File: config.mk
export PLATFORM = sky130hd
export DESIGN_NAME = cts_uart_tx
export DESIGN_NICKNAME = d
export VERILOG_FILES = /design/src/rtl/cts_tx_pkg.sv /design/src/rtl/cts_sync_flag.sv /design/src/rtl/tx_hold_reg.sv /design/src/rtl/tx_frame_shifter.sv /design/src/rtl/cts_uart_tx.sv
export SDC_FILE = /design/constraint.sdc
export NUM_CORES = 1
export LEC_CHECK = 0
export ABC_CLOCK_PERIOD_IN_PS = 1900
export BUFFER_PORTS_ARGS = -buffer_cell sky130_fd_sc_hd__buf_2
export CAP_MARGIN = 0
export CORE_MARGIN = 3
export CORE_UTILIZATION = 56
export CTS_CLUSTER_SIZE = 24
export DETAILED_ROUTE_END_ITERATION = 8
export PLACE_DENSITY = 0.86
export SYNTH_ARGS = -nofsm -noshare
export SYNTH_HDL_FRONTEND = slang
export SYNTH_HIERARCHICAL = 1
export SYNTH_SLANG_ARGS = --single-unit
export TNS_END_PERCENT = 100
File: constraint.sdc
create_clock -name clk_i -period 1.9 [get_ports clk_i]
set_input_delay 0.38 -clock clk_i [delete_from_list [all_inputs] [get_ports clk_i]]
set_output_delay 0.38 -clock clk_i [all_outputs]
set_load 0.03 [all_outputs]
File: src/rtl/cts_tx_pkg.sv
package cts_tx_pkg;
  localparam int unsigned DEF_CLKS_PER_BIT = 16;
  localparam int unsigned DEF_DATA_W      = 8;
  localparam int unsigned DEF_CTS_LEAD    = 3;
  localparam int unsigned DEF_SYNC_STAGES = 2;

  typedef enum logic {
    TX_IDLE  = 1'b0,
    TX_SHIFT = 1'b1
  } tx_state_e;
endpackage

File: src/rtl/cts_sync_flag.sv
module cts_sync_flag #(
  parameter int unsigned SYNC_STAGES = 2
) (
  input  logic clk_i,
  input  logic rst_ni,
  input  logic cts_ni,
  input  logic clr_i,
  output logic cts_s_o,
  output logic flag_o
);
  logic [SYNC_STAGES-1:0] sync_q;
  logic                   prev_q;
  logic                   flag_q;
  logic                   edge_det;

  // reset to "not clear" so no edge is seen at reset release
  always_ff @(posedge clk_i or negedge rst_ni) begin
    if (!rst_ni) begin
      sync_q <= '1;
      prev_q <= 1'b1;
    end else begin
      sync_q <= {sync_q[SYNC_STAGES-2:0], cts_ni};
      prev_q <= sync_q[SYNC_STAGES-1];
    end
  end

  assign cts_s_o  = sync_q[SYNC_STAGES-1];
  assign edge_det = cts_s_o ^ prev_q;

  // set has priority over clear
  always_ff @(posedge clk_i or negedge rst_ni) begin
    if (!rst_ni)       flag_q <= 1'b0;
    else if (edge_det) flag_q <= 1'b1;
    else if (clr_i)    flag_q <= 1'b0;
  end

  assign flag_o = flag_q;
endmodule

File: src/rtl/tx_hold_reg.sv
module tx_hold_reg #(
  parameter int unsigned DATA_W = 8
) (
  input  logic              clk_i,
  input  logic              rst_ni,
  input  logic              wr_i,
  input  logic [DATA_W-1:0] data_i,
  input  logic              take_i,
  output logic [DATA_W-1:0] data_o,
  output logic              full_o
);
  logic              full_q;
  logic [DATA_W-1:0] data_q;
  logic              wr_acc;

  assign wr_acc = wr_i && !full_q;

  always_ff @(posedge clk_i or negedge rst_ni) begin
    if (!rst_ni) begin
      full_q <= 1'b0;
      data_q <= '0;
    end else begin
      if (take_i)      full_q <= 1'b0;
      else if (wr_acc) full_q <= 1'b1;
      if (wr_acc)      data_q <= data_i;
    end
  end

  assign data_o = data_q;
  assign full_o = full_q;
endmodule

File: src/rtl/tx_frame_shifter.sv
module tx_frame_shifter
  import cts_tx_pkg::*;
#(
  parameter int unsigned DATA_W       = 8,
  parameter int unsigned CLKS_PER_BIT = 16,
  parameter int unsigned CTS_LEAD     = 3
) (
  input  logic              clk_i,
  input  logic              rst_ni,
  input  logic              pend_i,
  input  logic [DATA_W-1:0] data_i,
  input  logic              cts_s_i,
  output logic              load_o,
  output logic              busy_o,
  output logic              tx_o
);
  localparam int unsigned FRAME_BITS = DATA_W + 2;
  localparam int unsigned CNT_W      = (CLKS_PER_BIT > 1) ? $clog2(CLKS_PER_BIT) : 1;
  localparam int unsigned IDX_W      = $clog2(FRAME_BITS);
  localparam logic [CNT_W-1:0] CNT_LAST  = CNT_W'(CLKS_PER_BIT - 1);
  localparam logic [CNT_W-1:0] SAMPLE_AT = CNT_W'(CLKS_PER_BIT - 1 - CTS_LEAD);
  localparam logic [IDX_W-1:0] IDX_LAST  = IDX_W'(FRAME_BITS - 1);

  tx_state_e             state_q;
  logic [CNT_W-1:0]      cnt_q;
  logic [IDX_W-1:0]      idx_q;
  logic [FRAME_BITS-1:0] sh_q;
  logic                  go_ok_q;
  logic                  busy;
  logic                  bit_end;
  logic                  frame_end;
  logic                  dl_point;
  logic                  load;

  assign busy      = (state_q == TX_SHIFT);
  assign bit_end   = busy && (cnt_q == CNT_LAST);
  assign frame_end = bit_end && (idx_q == IDX_LAST);
  assign dl_point  = busy && (idx_q == IDX_LAST) && (cnt_q == SAMPLE_AT);

  // from idle: live CTS; back-to-back: CTS latched at the deadline
  assign load = pend_i && ((!busy && !cts_s_i) || (frame_end && go_ok_q));

  always_ff @(posedge clk_i or negedge rst_ni) begin
    if (!rst_ni) begin
      state_q <= TX_IDLE;
      cnt_q   <= '0;
      idx_q   <= '0;
      sh_q    <= '1;
      go_ok_q <= 1'b0;
    end else begin
      if (load) begin
        state_q <= TX_SHIFT;
        cnt_q   <= '0;
        idx_q   <= '0;
        sh_q    <= {1'b1, data_i, 1'b0};
        go_ok_q <= 1'b0;
      end else begin
        if (frame_end) state_q <= TX_IDLE;
        if (dl_point)  go_ok_q <= !cts_s_i;
        if (busy) begin
          if (bit_end) begin
            cnt_q <= '0;
            idx_q <= idx_q + 1'b1;
            sh_q  <= {1'b1, sh_q[FRAME_BITS-1:1]};
          end else begin
            cnt_q <= cnt_q + 1'b1;
          end
        end
      end
    end
  end

  assign load_o = load;
  assign busy_o = busy;
  assign tx_o   = busy ? sh_q[0] : 1'b1;
endmodule

File: src/rtl/cts_uart_tx.sv
module cts_uart_tx
  import cts_tx_pkg::*;
#(
  parameter int unsigned CLKS_PER_BIT = DEF_CLKS_PER_BIT,
  parameter int unsigned CTS_LEAD     = DEF_CTS_LEAD,
  parameter int unsigned SYNC_STAGES  = DEF_SYNC_STAGES,
  parameter int unsigned DATA_W       = DEF_DATA_W
) (
  input  logic              clk_i,
  input  logic              rst_ni,
  input  logic [DATA_W-1:0] tdr_data_i,
  input  logic              tdr_write_i,
  output logic              tdr_empty_o,
  input  logic              cts_ni,
  input  logic              cts_flag_clr_i,
  output logic              cts_flag_o,
  output logic              tx_o
);
  logic              cts_s;
  logic              load;
  logic              busy;
  logic              full;
  logic [DATA_W-1:0] hold_data;

  cts_sync_flag #(.SYNC_STAGES(SYNC_STAGES)) u_sync (
    .clk_i   (clk_i),
    .rst_ni  (rst_ni),
    .cts_ni  (cts_ni),
    .clr_i   (cts_flag_clr_i),
    .cts_s_o (cts_s),
    .flag_o  (cts_flag_o)
  );

  tx_hold_reg #(.DATA_W(DATA_W)) u_hold (
    .clk_i  (clk_i),
    .rst_ni (rst_ni),
    .wr_i   (tdr_write_i),
    .data_i (tdr_data_i),
    .take_i (load),
    .data_o (hold_data),
    .full_o (full)
  );

  tx_frame_shifter #(
    .DATA_W       (DATA_W),
    .CLKS_PER_BIT (CLKS_PER_BIT),
    .CTS_LEAD     (CTS_LEAD)
  ) u_shift (
    .clk_i   (clk_i),
    .rst_ni  (rst_ni),
    .pend_i  (full),
    .data_i  (hold_data),
    .cts_s_i (cts_s),
    .load_o  (load),
    .busy_o  (busy),
    .tx_o    (tx_o)
  );

  assign tdr_empty_o = !full;
endmodule

Yosys cells after proc, flatten, opt, wreduce, memory -nomap -nowiden
Index checks and enable logic that the tools add are counted.
{"block": "totals", "reg_bits": 33, "inputBits": 13, "out_inout_bits": 3, "elab_cells": 53}
{"block": "op_classes", "addsub": 2, "n_eq_ne": 3, "muxes": 18, "bitwise": 1, "n_reduce_logical": 19}
{"operator": "2-to-1 mux 10 bit", "count": 3}
{"operator": "2-to-1 mux 4 bit", "count": 6}
{"operator": "== test 4 bit, second input constant", "count": 3}
{"operator": "nonzero test 2 bit", "count": 6}
{"operator": "2-to-1 mux 1 bit", "count": 9}
{"operator": "adder 4 x 1 -> 4 bit, second input constant", "count": 2}
{"operator": "logical AND 1 bit", "count": 8}
{"operator": "zero test 1 bit", "count": 3}
{"operator": "AND reduction 2 bit", "count": 1}
{"operator": "logical OR 1 bit", "count": 1}
{"operator": "bitwise XOR 1 bit", "count": 1}

Logic depth before layout (Yosys ltp)
{"block": "depth", "ltp_word": 8, "mapped_depth": 7, "ltp_nobuf": 5}

Modules after synthesis
Netlist, hierarchy kept.
{"mod": "tx_frame_shifter", "instances": 1, "cells_each": 89, "area_each_um2": 1067.3, "seq_area_each_um2": 486.7}
{"mod": "tx_hold_reg", "instances": 1, "cells_each": 21, "area_each_um2": 377.9, "seq_area_each_um2": 225.2}
{"mod": "cts_sync_flag", "instances": 1, "cells_each": 7, "area_each_um2": 121.4, "seq_area_each_um2": 103.8}
{"mod": "cts_uart_tx", "instances": 1, "cells_each": 1, "area_each_um2": 3.8, "seq_area_each_um2": 0.0}

Worst setup path after synthesis
No wires, ideal clock.
{"block": "synth_path", "kind": "register to register", "startpoint": "register u_shift.cnt_q[0]", "endpoint": "register u_shift.sh_q[3]", "setup_time_ns": 0.082, "arrival_ns": 1.530, "required_time_ns": 1.818, "slack_ns": 0.288, "stages_incl_launch_ff": 6, "n_path_buf": 1, "period_less_slack_ns": 1.612, "path_cell_list": "dfrtp_1 ha_1 nand4_4 o31ai_4 buf_8 mux2_2"}
{"block": "synth_via", "elab_chain_len": 8, "word_cells_on_any_way": 10, "cone_classes": "eq/ne: 1; mux: 1; reduce/logical: 8"}
{"element": "start: declaration", "line": "tx_frame_shifter.sv:25", "rtl": "logic [CNT_W-1:0] cnt_q;"}
{"element": "start signal: assignment", "line": "tx_frame_shifter.sv:66", "rtl": "cnt_q <= cnt_q + 1'b1;"}
{"element": "== test 4 bit *", "line": "tx_frame_shifter.sv:36", "rtl": "assign bit_end = busy && (cnt_q == CNT_LAST);"}
{"element": "logical AND 1 bit *", "line": "tx_frame_shifter.sv:36"}
{"element": "logical AND 1 bit", "line": "tx_frame_shifter.sv:37", "rtl": "assign frame_end = bit_end && (idx_q == IDX_LAST);"}
{"element": "logical AND 1 bit", "line": "tx_frame_shifter.sv:41", "rtl": "assign load = pend_i && ((!busy && !cts_s_i) || (frame_end && go_ok_q));"}
{"element": "logical OR 1 bit", "line": "tx_frame_shifter.sv:41"}
{"element": "logical AND 1 bit", "line": "tx_frame_shifter.sv:41"}
{"element": "nonzero test 2 bit (no line)"}
{"element": "AND reduction 2 bit (no line)"}
{"element": "end signal: assignment", "line": "tx_frame_shifter.sv:55", "rtl": "sh_q <= {1'b1, data_i, 1'b0};"}
{"element": "end signal: assignment", "line": "tx_frame_shifter.sv:64", "rtl": "sh_q <= {1'b1, sh_q[FRAME_BITS-1:1]};"}
{"element": "end: declaration", "line": "tx_frame_shifter.sv:27", "rtl": "logic [FRAME_BITS-1:0] sh_q;"}
Mark *: on every way between the ends. The rest lies on a longest branch, timed or not.
A chain may end at the register's enable or synchronous reset.

Worst setup path in the final report
Ends and elaborated chain as after synthesis.

==> flow_summary.json <==
{
  "rsz_0062_raised_after_global_routing": "false",
  "yosys_warnings": 6,
  "synth_xor_xnor_area_share_pct": 1.67,
  "p_switching_uw": 734,
  "layout_cell_share_with_drive_strength_beyond_1_pct": 45.3,
  "viasPerCell": 5.59,
  "setup_violations": 0,
  "maxSlewViolCount": 0,
  "detailedRoute.firstIterationViolations": 12,
  "cts.repair_timing.setup_buffer_count": 0,
  "drt-wirelength-per-cell_um": 15.6,
  "post-route-drc-count": 0,
  "yosysTopAreaCellShare_pct": 31.9,
  "timing.critical_path.from": "u_shift/cnt_q[0]",
  "design_power_total_uw": 2360,
  "floorplan.initialDensity_pct": 61.2,
  "clock-skew-final_ps": 6.47,
  "drtAntennaViolNets": 0,
  "synth.area.mux_share_pct": 20.4,
  "endpoint": "u_shift/sh_q[3]",
  "buffer_cell_driving_the_clock_tree_root": "clkbuf_4",
  "synth-seq-cells": 32,
  "dr.pass1.iters": 4,
  "number_of_levels_the_h_tree_was_split_into": 2,
  "grt_pass1_vias": 1001,
  "worst_pin_slew_ps": 691,
  "hold_slack_ps": 85.3,
  "cts_inserted_buffers": 5,
  "vias": 933,
  "clockPowerShare_pct": 17.1,
  "post_dp_hpwl_mm": 1.88,
  "max-slew-margin-rel_pct": 53.9,
  "synth_compound_area_share_pct": 6.14,
  "start_kind": "flop",
  "power.share.sequential_pct": 51.1,
  "r2r_start": "u_shift/cnt_q[0]",
  "areaGrowthSynthToFinish_pct": 8.45,
  "std_cell_rows": 18,
  "internal_power_uw": 1630,
  "detailed_place.area_mm2": 0.00164,
  "grt_start_max_net_pins": 33,
  "synth-simple-area-share_pct": 10.7,
  "yosys-top-cells-area": "dfrtp_1, dfstp_2, mux2_4",
  "grt_overflow": 0,
  "worstSetupEndpointType": "flop",
  "combPwrFrac_pct": 31.9,
  "crit_path_kind": "reg -> reg",
  "floorplan_die_height_um": 59.0,
  "power_per_cell_area_mw_per_mm2": 1390,
  "async_flop_share_pct": 100,
  "main_combinational_cell_family_by_area_after_synthesis": "multiplexers",
  "routed_wl_mm": 2.60,
  "numPortBuffers": 15,
  "antenna_violations_before_repair": 0,
  "synthesis.area_per_instance_um2": 13.3,
  "gpl.final_weighted_congestion": 0.807,
  "grt.total_usage_pct": 18.0,
  "cp.required_ps": 2150,
  "clock_tree.buffer_depth": 2,
  "max_freq_ghz": 0.550,
  "synth.distinct_cells": 29,
  "timing_hold_violations_final": 0,
  "cell_type_contributing_the_most_total_cell_area_after_synthesis": "dfrtp_1",
  "min-delay-path-class": "in -> async",
  "core_region_area_mm2": 0.00257,
  "yosys.area_share.adder_pct": 3.19,
  "synth_flop_cell": "dfrtp_1",
  "period_share_pct": 95.6,
  "synthCells": 118,
  "finalInstanceArea_mm2": 0.00170,
  "clkSinkCount": 32,
  "die_w_um": 59.0,
  "cts_hold_buf": 0,
  "drv_cap": 0,
  "final_period_minus_worst_setup_slack_ps": 1820,
  "timing.reg2reg.setup_slack_ps": 80,
  "grt_pass1_wl_mm": 4.60,
  "synth-seq-area-share_pct": 52.0,
  "switching_share_pct": 31.1,
  "worstReg2RegEnd": "u_shift/sh_q[3]",
  "cts_tree": "built",
  "synth_area_mm2": 0.00157,
  "antennaDiodeCount": 0,
  "mappedNetlistNets": 135,
  "outcome": "complete, no violations",
  "worstPathMaxFanout": 8,
  "synth_edf_count": 0,
  "num-nets-final": 153,
  "ios": 16,
  "timing.critical_path.arrival_ps": 2070,
  "clock_slew_seen_by_the_registers_of_the_worst_setup_and_hold_paths_ps": 100,
  "clock_latency_ps": 320,
  "die_area_mm2": 0.00348,
  "fin_setup_tns_ps": 0,
  "worst-r2r-cell-count": 4,
  "ir_drop_mv": 0.937,
  "p_leak_uw": 0.000768
}
synth_stat cells (3+ instances only):
| master | number |
|---|---|
| dfrtp_1 | 20 |
| mux2_4 | 14 |
| dfstp_2 | 12 |
| mux2_2 | 8 |
| a21oi_1 | 7 |
| inv_1 | 7 |
| nor2_1 | 7 |
| nand2_1 | 6 |
| buf_6 | 4 |
| ha_1 | 4 |
| o21ai_0 | 4 |
| nand2b_1 | 3 |
cell type report:
cell class	count	area, µm²
timing repair buffer	17	103
inverter	7	26.3
fill	204	865
tap	30	37.5
sequential	32	816
multi-input combinational	73	662
clock buffer	8	58.8
cells in the final DEF, fill, tap and decap left out, types with 5 or more instances in the layout:
cell	netlist	layout
nand2_1	6	6
dfstp_2	12	12
clkbuf_4	0	5
inv_1	7	7
mux2_4	14	14
mux2_2	8	8
dfrtp_1	20	20
nor2_1	7	7
buf_2	0	15
a21oi_1	7	7
worst max-delay path, cell delays in order (launching register included):
cell and delay, ps:
dfrtp_1 430, ha_1 300, and4_2 390, mux2_2 360, mux2_2 260
per-stage QoR:
step	setup slack [ps]	util (%)	cells
final	82.9	66.3	167
after global routing	48.9	66.3	167
after CTS	24.6	66.3	167
after detailed placement	51.4	64.0	159
after global placement	193	64.0	159
after floorplan	288	-	118
what timing repair did:
item,in CTS,in global routing
resized for setup,0,1
setup endpoints to repair,0,3
hold endpoints to repair,0,0
state kept, by name, summed over array words and instances, names as in the netlist:
register,flops
u_sync/prev_q,1
u_hold/full_o,1
u_shift/sh_q,9
u_shift/go_ok_q,1
u_hold/data_o,8
u_shift/cnt_q,4
u_sync/flag_o,1
u_shift/idx_q,4
u_sync/sync_q,2
u_shift/busy_o,1
worst min path at each step:
stage | end | depth (start not counted) | from
floorplan | u_hold/data_o[0] | 0 | rst_ni
global placement | u_sync/sync_q[1] | 0 | u_sync/sync_q[0]
detailed placement | u_sync/sync_q[1] | 0 | u_sync/sync_q[0]
CTS | u_hold/data_o[6] | 1 | rst_ni
global route | u_sync/flag_o | 1 | rst_ni
finish | u_sync/flag_o | 1 | rst_ni
per-layer routing:
metal  vias up  track usage [%]  part of all wire, %
met5         -                0                    0
met4         0             4.21                  1.0
met3         5             5.92                  4.0
met2        22             30.8                   52
met1       468             22.1                   43
li1        438                -                    -
power groups by stage:
stage               combinational (µW)  clock (µW)  sequential, µW
CTS                                758         408            1210
floorplan                          634           0            1150
global route                       834         446            1240
detailed placement                 750           0            1220
global placement                   697           0            1190
finish                             753         404            1210
logic make-up after synthesis:
group,after synthesis
mux,24
flops,32
simple gates,27
fa+ha+maj,4
buf+inv,13
xor+xnor,3
compound gates,15
Power figures use the tool's default switching activity.
